<file path="src/rtl/fsync_strobe_pkg.sv">
`timescale 1ns/1ps
package fsync_strobe_pkg;

    typedef enum logic [1:0] {
        ST_IDLE     = 2'd0,
        ST_ARMED    = 2'd1,
        ST_WAIT_REF = 2'd2,
        ST_PULSE    = 2'd3
    } strobe_state_e;

    typedef struct packed {
        logic strobe;
        logic pol;
    } pair_cfg_t;

    localparam int FIELD_STROBE = 0;
    localparam int FIELD_POL    = 1;

endpackage

</file>
<file path="src/rtl/fsync_ctrl_reg.sv">
`timescale 1ns/1ps
module fsync_ctrl_reg #(
    parameter int REG_W = 32
) (
    input  logic             clk,
    input  logic             rst,
    input  logic             wr_en,
    input  logic [REG_W-1:0] wr_data,
    output logic [REG_W-1:0] ctrl_q
);

    always_ff @(posedge clk) begin
        if (rst) begin
            ctrl_q <= '0;
        end else if (wr_en) begin
            ctrl_q <= wr_data;
        end
    end

endmodule

</file>
<file path="src/rtl/fsync_edge_det.sv">
`timescale 1ns/1ps
module fsync_edge_det #(
    parameter int W = 1
) (
    input  logic         clk,
    input  logic         rst,
    input  logic [W-1:0] sig,
    output logic [W-1:0] rise,
    output logic [W-1:0] fall
);

    logic [W-1:0] sig_d;

    always_ff @(posedge clk) begin
        if (rst) begin
            sig_d <= '0;
        end else begin
            sig_d <= sig;
        end
    end

    always_comb begin
        rise = sig & ~sig_d;
        fall = ~sig & sig_d;
    end

endmodule

</file>
<file path="src/rtl/fsync_strobe_chan.sv">
`timescale 1ns/1ps
module fsync_strobe_chan
    import fsync_strobe_pkg::*;
(
    input  logic          clk,
    input  logic          rst,
    input  logic          frame_start,
    input  logic          fsync_in,
    input  logic          ref_rise,
    input  logic          bclk_rise,
    input  logic          bclk_fall,
    input  pair_cfg_t     cfg_next,
    output logic          fsync_out,
    output strobe_state_e state_o,
    output pair_cfg_t     cfg_o
);

    strobe_state_e state_q;
    strobe_state_e state_d;
    pair_cfg_t     cfg_q;
    logic          launch_edge;
    logic          take_frame;

    assign take_frame  = frame_start && (state_q == ST_IDLE);
    assign launch_edge = cfg_q.pol ? bclk_fall : bclk_rise;

    // next-state selection: start, launch, open, close
    always_comb begin
        state_d = state_q;
        unique case (state_q)
            ST_IDLE:     if (take_frame && cfg_next.strobe) state_d = ST_ARMED;
            ST_ARMED:    if (launch_edge)                   state_d = ST_WAIT_REF;
            ST_WAIT_REF: if (ref_rise)                      state_d = ST_PULSE;
            ST_PULSE:    if (ref_rise)                      state_d = ST_IDLE;
            default:                                        state_d = ST_IDLE;
        endcase
    end

    // state register and working copy of the pair fields
    always_ff @(posedge clk) begin
        if (rst) begin
            state_q <= ST_IDLE;
            cfg_q   <= '0;
        end else begin
            state_q <= state_d;
            if (take_frame) begin
                cfg_q <= cfg_next;
            end
        end
    end

    // output level
    always_comb begin
        logic pulse_on;
        pulse_on = (state_q == ST_PULSE);
        if (cfg_q.strobe) begin
            fsync_out = pulse_on ^ cfg_q.pol;
        end else begin
            fsync_out = fsync_in ^ cfg_q.pol;
        end
    end

    assign state_o = state_q;
    assign cfg_o   = cfg_q;

endmodule

</file>
<file path="src/rtl/fsync_strobe_gen.sv">
`timescale 1ns/1ps
module fsync_strobe_gen
    import fsync_strobe_pkg::*;
#(
    parameter int REG_W       = 32,
    parameter int NUM_PAIRS   = 2,
    parameter int PAIR_STRIDE = 16
) (
    input  logic                 clk,
    input  logic                 rst,
    input  logic                 wr_en,
    input  logic [REG_W-1:0]     wr_data,
    input  logic                 bclk_in,
    input  logic [NUM_PAIRS-1:0] frame_start,
    input  logic [NUM_PAIRS-1:0] fsync_in,
    input  logic [NUM_PAIRS-1:0] ref_in,
    output logic [NUM_PAIRS-1:0] fsync_out
);

    localparam int FIELD_SPAN = NUM_PAIRS * PAIR_STRIDE;

    logic [REG_W-1:0]     ctrl_q;
    logic [NUM_PAIRS-1:0] ref_rise;
    logic [NUM_PAIRS-1:0] ref_fall;
    logic                 bclk_rise;
    logic                 bclk_fall;
    strobe_state_e        chan_state [NUM_PAIRS];
    pair_cfg_t            chan_cfg   [NUM_PAIRS];

    fsync_ctrl_reg #(.REG_W(REG_W)) ctrl_i (
        .clk     (clk),
        .rst     (rst),
        .wr_en   (wr_en),
        .wr_data (wr_data),
        .ctrl_q  (ctrl_q)
    );

    fsync_edge_det #(.W(1)) bclk_edge_i (
        .clk  (clk),
        .rst  (rst),
        .sig  (bclk_in),
        .rise (bclk_rise),
        .fall (bclk_fall)
    );

    fsync_edge_det #(.W(NUM_PAIRS)) ref_edge_i (
        .clk  (clk),
        .rst  (rst),
        .sig  (ref_in),
        .rise (ref_rise),
        .fall (ref_fall)
    );

    generate
        if (FIELD_SPAN > REG_W) begin : g_bad_span
            initial $display("fsync_strobe_gen: pair fields exceed control width");
        end
        for (genvar i = 0; i < NUM_PAIRS; i++) begin : g_pair
            pair_cfg_t field;
            assign field.strobe = ctrl_q[i*PAIR_STRIDE + FIELD_STROBE];
            assign field.pol    = ctrl_q[i*PAIR_STRIDE + FIELD_POL];

            fsync_strobe_chan chan_i (
                .clk         (clk),
                .rst         (rst),
                .frame_start (frame_start[i]),
                .fsync_in    (fsync_in[i]),
                .ref_rise    (ref_rise[i]),
                .bclk_rise   (bclk_rise),
                .bclk_fall   (bclk_fall),
                .cfg_next    (field),
                .fsync_out   (fsync_out[i]),
                .state_o     (chan_state[i]),
                .cfg_o       (chan_cfg[i])
            );
        end
    endgenerate

    logic unused_ok;
    assign unused_ok = ^ref_fall;

endmodule

</file>
<file path="config.mk">
export PLATFORM = sky130hd
export DESIGN_NAME = fsync_strobe_gen
export DESIGN_NICKNAME = d
export VERILOG_FILES = /design/src/rtl/fsync_strobe_pkg.sv /design/src/rtl/fsync_ctrl_reg.sv /design/src/rtl/fsync_edge_det.sv /design/src/rtl/fsync_strobe_chan.sv /design/src/rtl/fsync_strobe_gen.sv
export SDC_FILE = /design/constraint.sdc
export NUM_CORES = 1
export LEC_CHECK = 0
export BUFFER_PORTS_ARGS = -buffer_cell sky130_fd_sc_hd__buf_2
export CAP_MARGIN = 20
export CORE_AREA = 3 3 77 58
export DETAILED_ROUTE_END_ITERATION = 8
export DIE_AREA = 0 0 80 61
export PLACE_DENSITY = 0.77
export SYNTH_ARGS = -nofsm -noshare
export SYNTH_HDL_FRONTEND = slang
export SYNTH_HIERARCHICAL = 1
export SYNTH_SLANG_ARGS = --single-unit
</file>
<file path="constraint.sdc">
create_clock -name clk -period 1.4 [get_ports clk]
set_clock_uncertainty 0.15 [all_clocks]
set_input_delay 0.28 -clock clk [delete_from_list [all_inputs] [get_ports clk]]
set_output_delay 0.28 -clock clk [all_outputs]
set_load 0.02 [all_outputs]
</file>
# [Word level (Yosys, flattened, before mapping)]
# Cells that the tools add are included.
[word_totals] reg_bits=29 latchBits=0 ramBits=0 romBits=0 output_inout_bits=2 word_cells=55 memories=0
[classes] add_sub_neg=0 mul=0 div=0 magnitude_cmp=0 eq_ne=14 shift=0 muxes=14 bitwise_logic=10 reduce_logical=8
[ops] cell="2-to-1 mux 2 bit" count=8
[ops] cell="one-hot mux 2 bit (4 select lines)" count=2
[ops] cell="!= test 2 bit (second input constant)" count=6
[ops] cell="equality test 2 bit (second input constant)" count=4
[ops] cell="AND reduction 4 bit" count=2
[ops] cell="equality test 2 x 1 -> 1 bit (second input constant)" count=2
[ops] cell="logical AND 1 bit" count=4
[ops] cell="logical NOT 2 bit" count=2
[ops] cell="2-to-1 mux 1 bit" count=4
[ops] cell="!= test 2 x 1 -> 1 bit (second input constant)" count=2
[ops] cell="XOR 1 bit" count=4
[ops] cell="bitwise AND 1 bit" count=2
[ops] cell="bitwise AND 2 bit" count=1
[ops] cell="NOT 1 bit" count=2
[ops] cell="NOT 2 bit" count=1

# [Depth between registers and ports, before layout]
[logic_depth] word_depth=5 depth_mapped=5 mapped_depth_nobuf=5

# [Modules after synthesis]
# The synthesis kept the hierarchy.
[modules_own_cells] module="fsync_ctrl_reg" instances=1 cells_per_inst=103 area_each_um2=1163.6
[modules_own_cells] module="fsync_strobe_chan" instances=2 cells_per_inst=29 area_each_um2=272.8
[modules_own_cells] module="fsync_edge_det at ref_edge_i" instances=1 cells_per_inst=8 area_each_um2=77.6
[modules_own_cells] module="fsync_edge_det at bclk_edge_i" instances=1 cells_per_inst=4 area_each_um2=38.8

# [Least setup slack after synthesis]
# No wires, ideal clock.
[synth_path] kind="reg2reg" start="register g_pair[0].chan_i.state_q[0]" end="register g_pair[0].chan_i.state_q[0]" setup_time_ns=0.072 arrival_ns=1.237 required_time_ns=1.178 path_slack_ns=-0.059 stages_incl_launch_ff=6 path_buffers=0 cell_sequence="dfxtp_1 -> inv_1 -> ha_1 -> o21ba_2 -> a221oi_2 -> mux2i_1"
[synth_between] elab_chain_len=5 elab_cells_between_ends=12 cone_classes="eq/ne (7); mux (1); reduce/logical (4)"
[synth_lines] item="start, declared" line_no="fsync_strobe_chan.sv:18" source="strobe_state_e state_q;"
[synth_lines] item="start signal, assigned" line_no="fsync_strobe_chan.sv:45" source="state_q <= state_d;"
[synth_lines] item="logical NOT 2 bit" line_no="fsync_strobe_chan.sv:24, fsync_strobe_chan.sv:30"
[synth_lines] item="logical AND 1 bit" line_no="fsync_strobe_chan.sv:24" source="assign take_frame = frame_start && (state_q == ST_IDLE);"
[synth_lines] item="logical AND 1 bit" line_no="fsync_strobe_chan.sv:31" source="ST_IDLE: if (take_frame && cfg_next.strobe) state_d = ST_ARMED;"
[synth_lines] item="!= test 2 bit (no line)"
[synth_lines] item="AND reduction 4 bit (no line)"
# Parallel ways exist; a longest one is shown, timed or not.
# A chain may end at the register's enable or synchronous reset.

# [Worst setup path in the final report]
[layout_path] start="register g_pair[0].chan_i.state_q[1]" end="output port fsync_out[0]"
[layout_between] elab_chain_len=3
[layout_lines] item="equality test 2 bit" line_no="fsync_strobe_chan.sv:55" source="pulse_on = (state_q == ST_PULSE);"
[layout_lines] item="XOR 1 bit" line_no="fsync_strobe_chan.sv:57" source="fsync_out = pulse_on ^ cfg_q.pol;"
[layout_lines] item="2-to-1 mux 1 bit" line_no="fsync_strobe_chan.sv:56" source="if (cfg_q.strobe) begin"
[layout_lines] item="end, declared" line_no="fsync_strobe_gen.sv:17" source="output logic [NUM_PAIRS-1:0] fsync_out"
# No other way between the ends.

==> flow_summary.yaml <==
cts:
  cts_root_buf: "clkbuf_8"
  path_clk_slew_ns: 0.06
  clkLatencyLatePin_ns: 0.25
  cts_buffer_depth: 2
  cts_tree: "yes"
  htreeDepth: 1
  cts_sinks: 15
  cts_buffers: 3
die:
  num_rows: 19
  start_util_pct: 22.2
  die_h_um: 61
  dieArea_um2: 4880
  core-area_um2: 3800
  fp.dieW_um: 80
  num_io_pins: 44
layout:
  insertedDiodeCount: 0
  fin_area_um2: 1230
  layout-drive-gt1-share_pct: 48.2
  layout.nets: 163
  seq_area_um2: 314
  syn2layout_area_growth_pct: 45.7
  fin_cells: 164
  final_cell_mix: "13 x buf_4, 13 x buf_2, 10 x dfxtp_1, 10 x mux2i_1"
  fill_cells: 408
  multi_input_area_um2: 602
  final_core_util_pct: 32.3
grt:
  grt_pass1_wl_um: 2880
  grt_pass1_vias: 663
  antenna_found_initial: 0
  grt_usage_pct: 8.26
  grt_overflow: 0
  grt_max_degree: 13
critical_path:
  rrSetupSlack_ns: -0.14
  path_depth: 4
  slowest_stage: "dfxtp_4"
  cp-startpoint: "g_pair[0].chan_i/state_o[1]$_SDFFE_PP0P_"
  worstPathArrival_ns: 1.20
  crit_type: "flip-flop to primary output"
  worst_setup_path_start_kind: "flip-flop"
  cpPeakStageDelay_ns: 0.35
  r2r-end: "g_pair[0].chan_i/state_o[1]$_SDFFE_PP0P_"
  cp-endpoint: "fsync_out[0]"
  crit_required_ns: 0.97
  reg2reg_depth: 5
  critPathTopFamily: "flip-flops"
  cp-end-kind: "primary output"
  r2r_start: "g_pair[0].chan_i/state_o[1]$_SDFFE_PP0P_"
  crit_chain: "ha_4 -> mux2i_4 -> xnor2_2 -> buf_4"
  cp_max_fo: 2
  cp_num_buf_inv: 1
synthesis:
  synthesis.nets: 135
  synthCells: 85
  ys_warn_count: 6
  synth_area_per_cell_um2: 9.92
  mappedNetlistArea_um2: 843
sta:
  drv_slew: 0
  setup_violations: 6
  timing.setup.tns_ns: -0.950
  hold_violations: 0
  slew_headroom_pct: 82.4
  worst_slack_ns: -0.234
  timing.fmax_mhz: 612
  grt_setup_unrepaired: "true"
  finalCritPeriodShare_pct: 117
  max_slew.worst_pin.slew_ns: 0.257
  finalCriticalPeriod_ns: 1.63
place:
  dp.cells: 156
  hpwl_um: 1280
  place_area_um2: 1010
  place_congestion: 0.679
  numPortBuffers: 15
drt:
  drcViolationCount: 0
  vias: 640
  drt_iter0_drc: 14
  firstDrtPassIters: 2
  ant_nets: 0
  post_drt_via_cell_ratio: 3.90
  wl_per_cell_um: 10.6
  wirelength_um: 1740
min_path:
  hold_path_depth: 2
  hold_class: "input pin to flip-flop"
pwr:
  irDropWorstVdd_mv: 0.323
  leakage_nw: 0.480
  power-per-cell-area_nw_per_um2: 1460
job:
  cap_viol_max_count: 0
run_status:
  violations: "negative setup slack"
  outcome: "complete, but fails checks"
==> sequential cells by signal, summed over array words and instances (netlist names) <==
register               count
g_pair.chan_i/cfg_o        4
g_pair.chan_i/state_o      4
bclk_edge_i/sig_d          1
ctrl_i/ctrl_q              4
ref_edge_i/sig_d           2
==> stage by stage <==
stage	hold slack (ns)	worst slack, ns	power [W]
after floorplan	0.199	-0.00528	0.000957
after global placement	0.311	-0.131	0.00115
after detailed placement	0.314	-0.150	0.00117
after CTS	0.0953	-0.265	0.00175
after global routing	0.123	-0.299	0.00193
final	0.108	-0.234	0.00179
==> layer usage <==
layer	wire length, um	vias to the layer above	GRT usage, %
li1	-	335	-
met1	810	289	8.81
met2	803	12	13.4
met3	100	4	4.01
met4	29	0	5.06
met5	0	-	0
==> cell type report <==
class,count,area share [%]
Timing Repair Buffer,28,15.1
Multi-Input combinational cell,61,49.0
Clock buffer,4,3.67
Sequential cell,15,25.6
Inverter,4,1.43
Tap cell,52,5.30
==> report_power, final <==
group / leakage [nW] / total (W) / internal [W] / switching [W]
sequential: 0.126 / 0.000577 / 0.000509 / 0.0000675
combinational: 0.331 / 0.000863 / 0.000485 / 0.000378
clock: 0.0228 / 0.000353 / 0.000202 / 0.000151
total: 0.480 / 0.00179 / 0.00120 / 0.000597
==> repair_timing <==
action / in CTS / in global routing
hold buffers: 0 / 0
pin swaps: 3 / 5
resized for setup: 22 / 7
setup buffers: 3 / 1
setup endpoints to repair: 6 / 10
gates cloned: 0 / 0
==> worst min-delay path by stage <==
stage	start	to	slack, ns
6_report	ref_in[1]	ref_edge_i/sig_d[1]$_SDFF_PP0_	0.11
5_1_grt	ref_in[1]	ref_edge_i/sig_d[1]$_SDFF_PP0_	0.12
4_1_cts	ref_in[0]	ref_edge_i/sig_d[0]$_SDFF_PP0_	0.1
3_5_place_dp	ctrl_i/ctrl_q[1]$_SDFFE_PP0P_	g_pair[0].chan_i/cfg_o[0]$_SDFFE_PP0P_	0.31
3_3_place_gp	g_pair[0].chan_i/cfg_o[1]$_SDFFE_PP0P_	g_pair[0].chan_i/cfg_o[1]$_SDFFE_PP0P_	0.31
2_1_floorplan	rst	g_pair[0].chan_i/cfg_o[0]$_SDFFE_PP0P_	0.20
==> worst register-to-register path, stage by stage, from the launching register on <==
cell and delay, ns:
dfxtp_4 0.35, buf_4 0.14, ha_2 0.17, o21ba_2 0.21, a221oi_4 0.23, mux2i_1 0.22
Power figures use the tool's default switching activity.
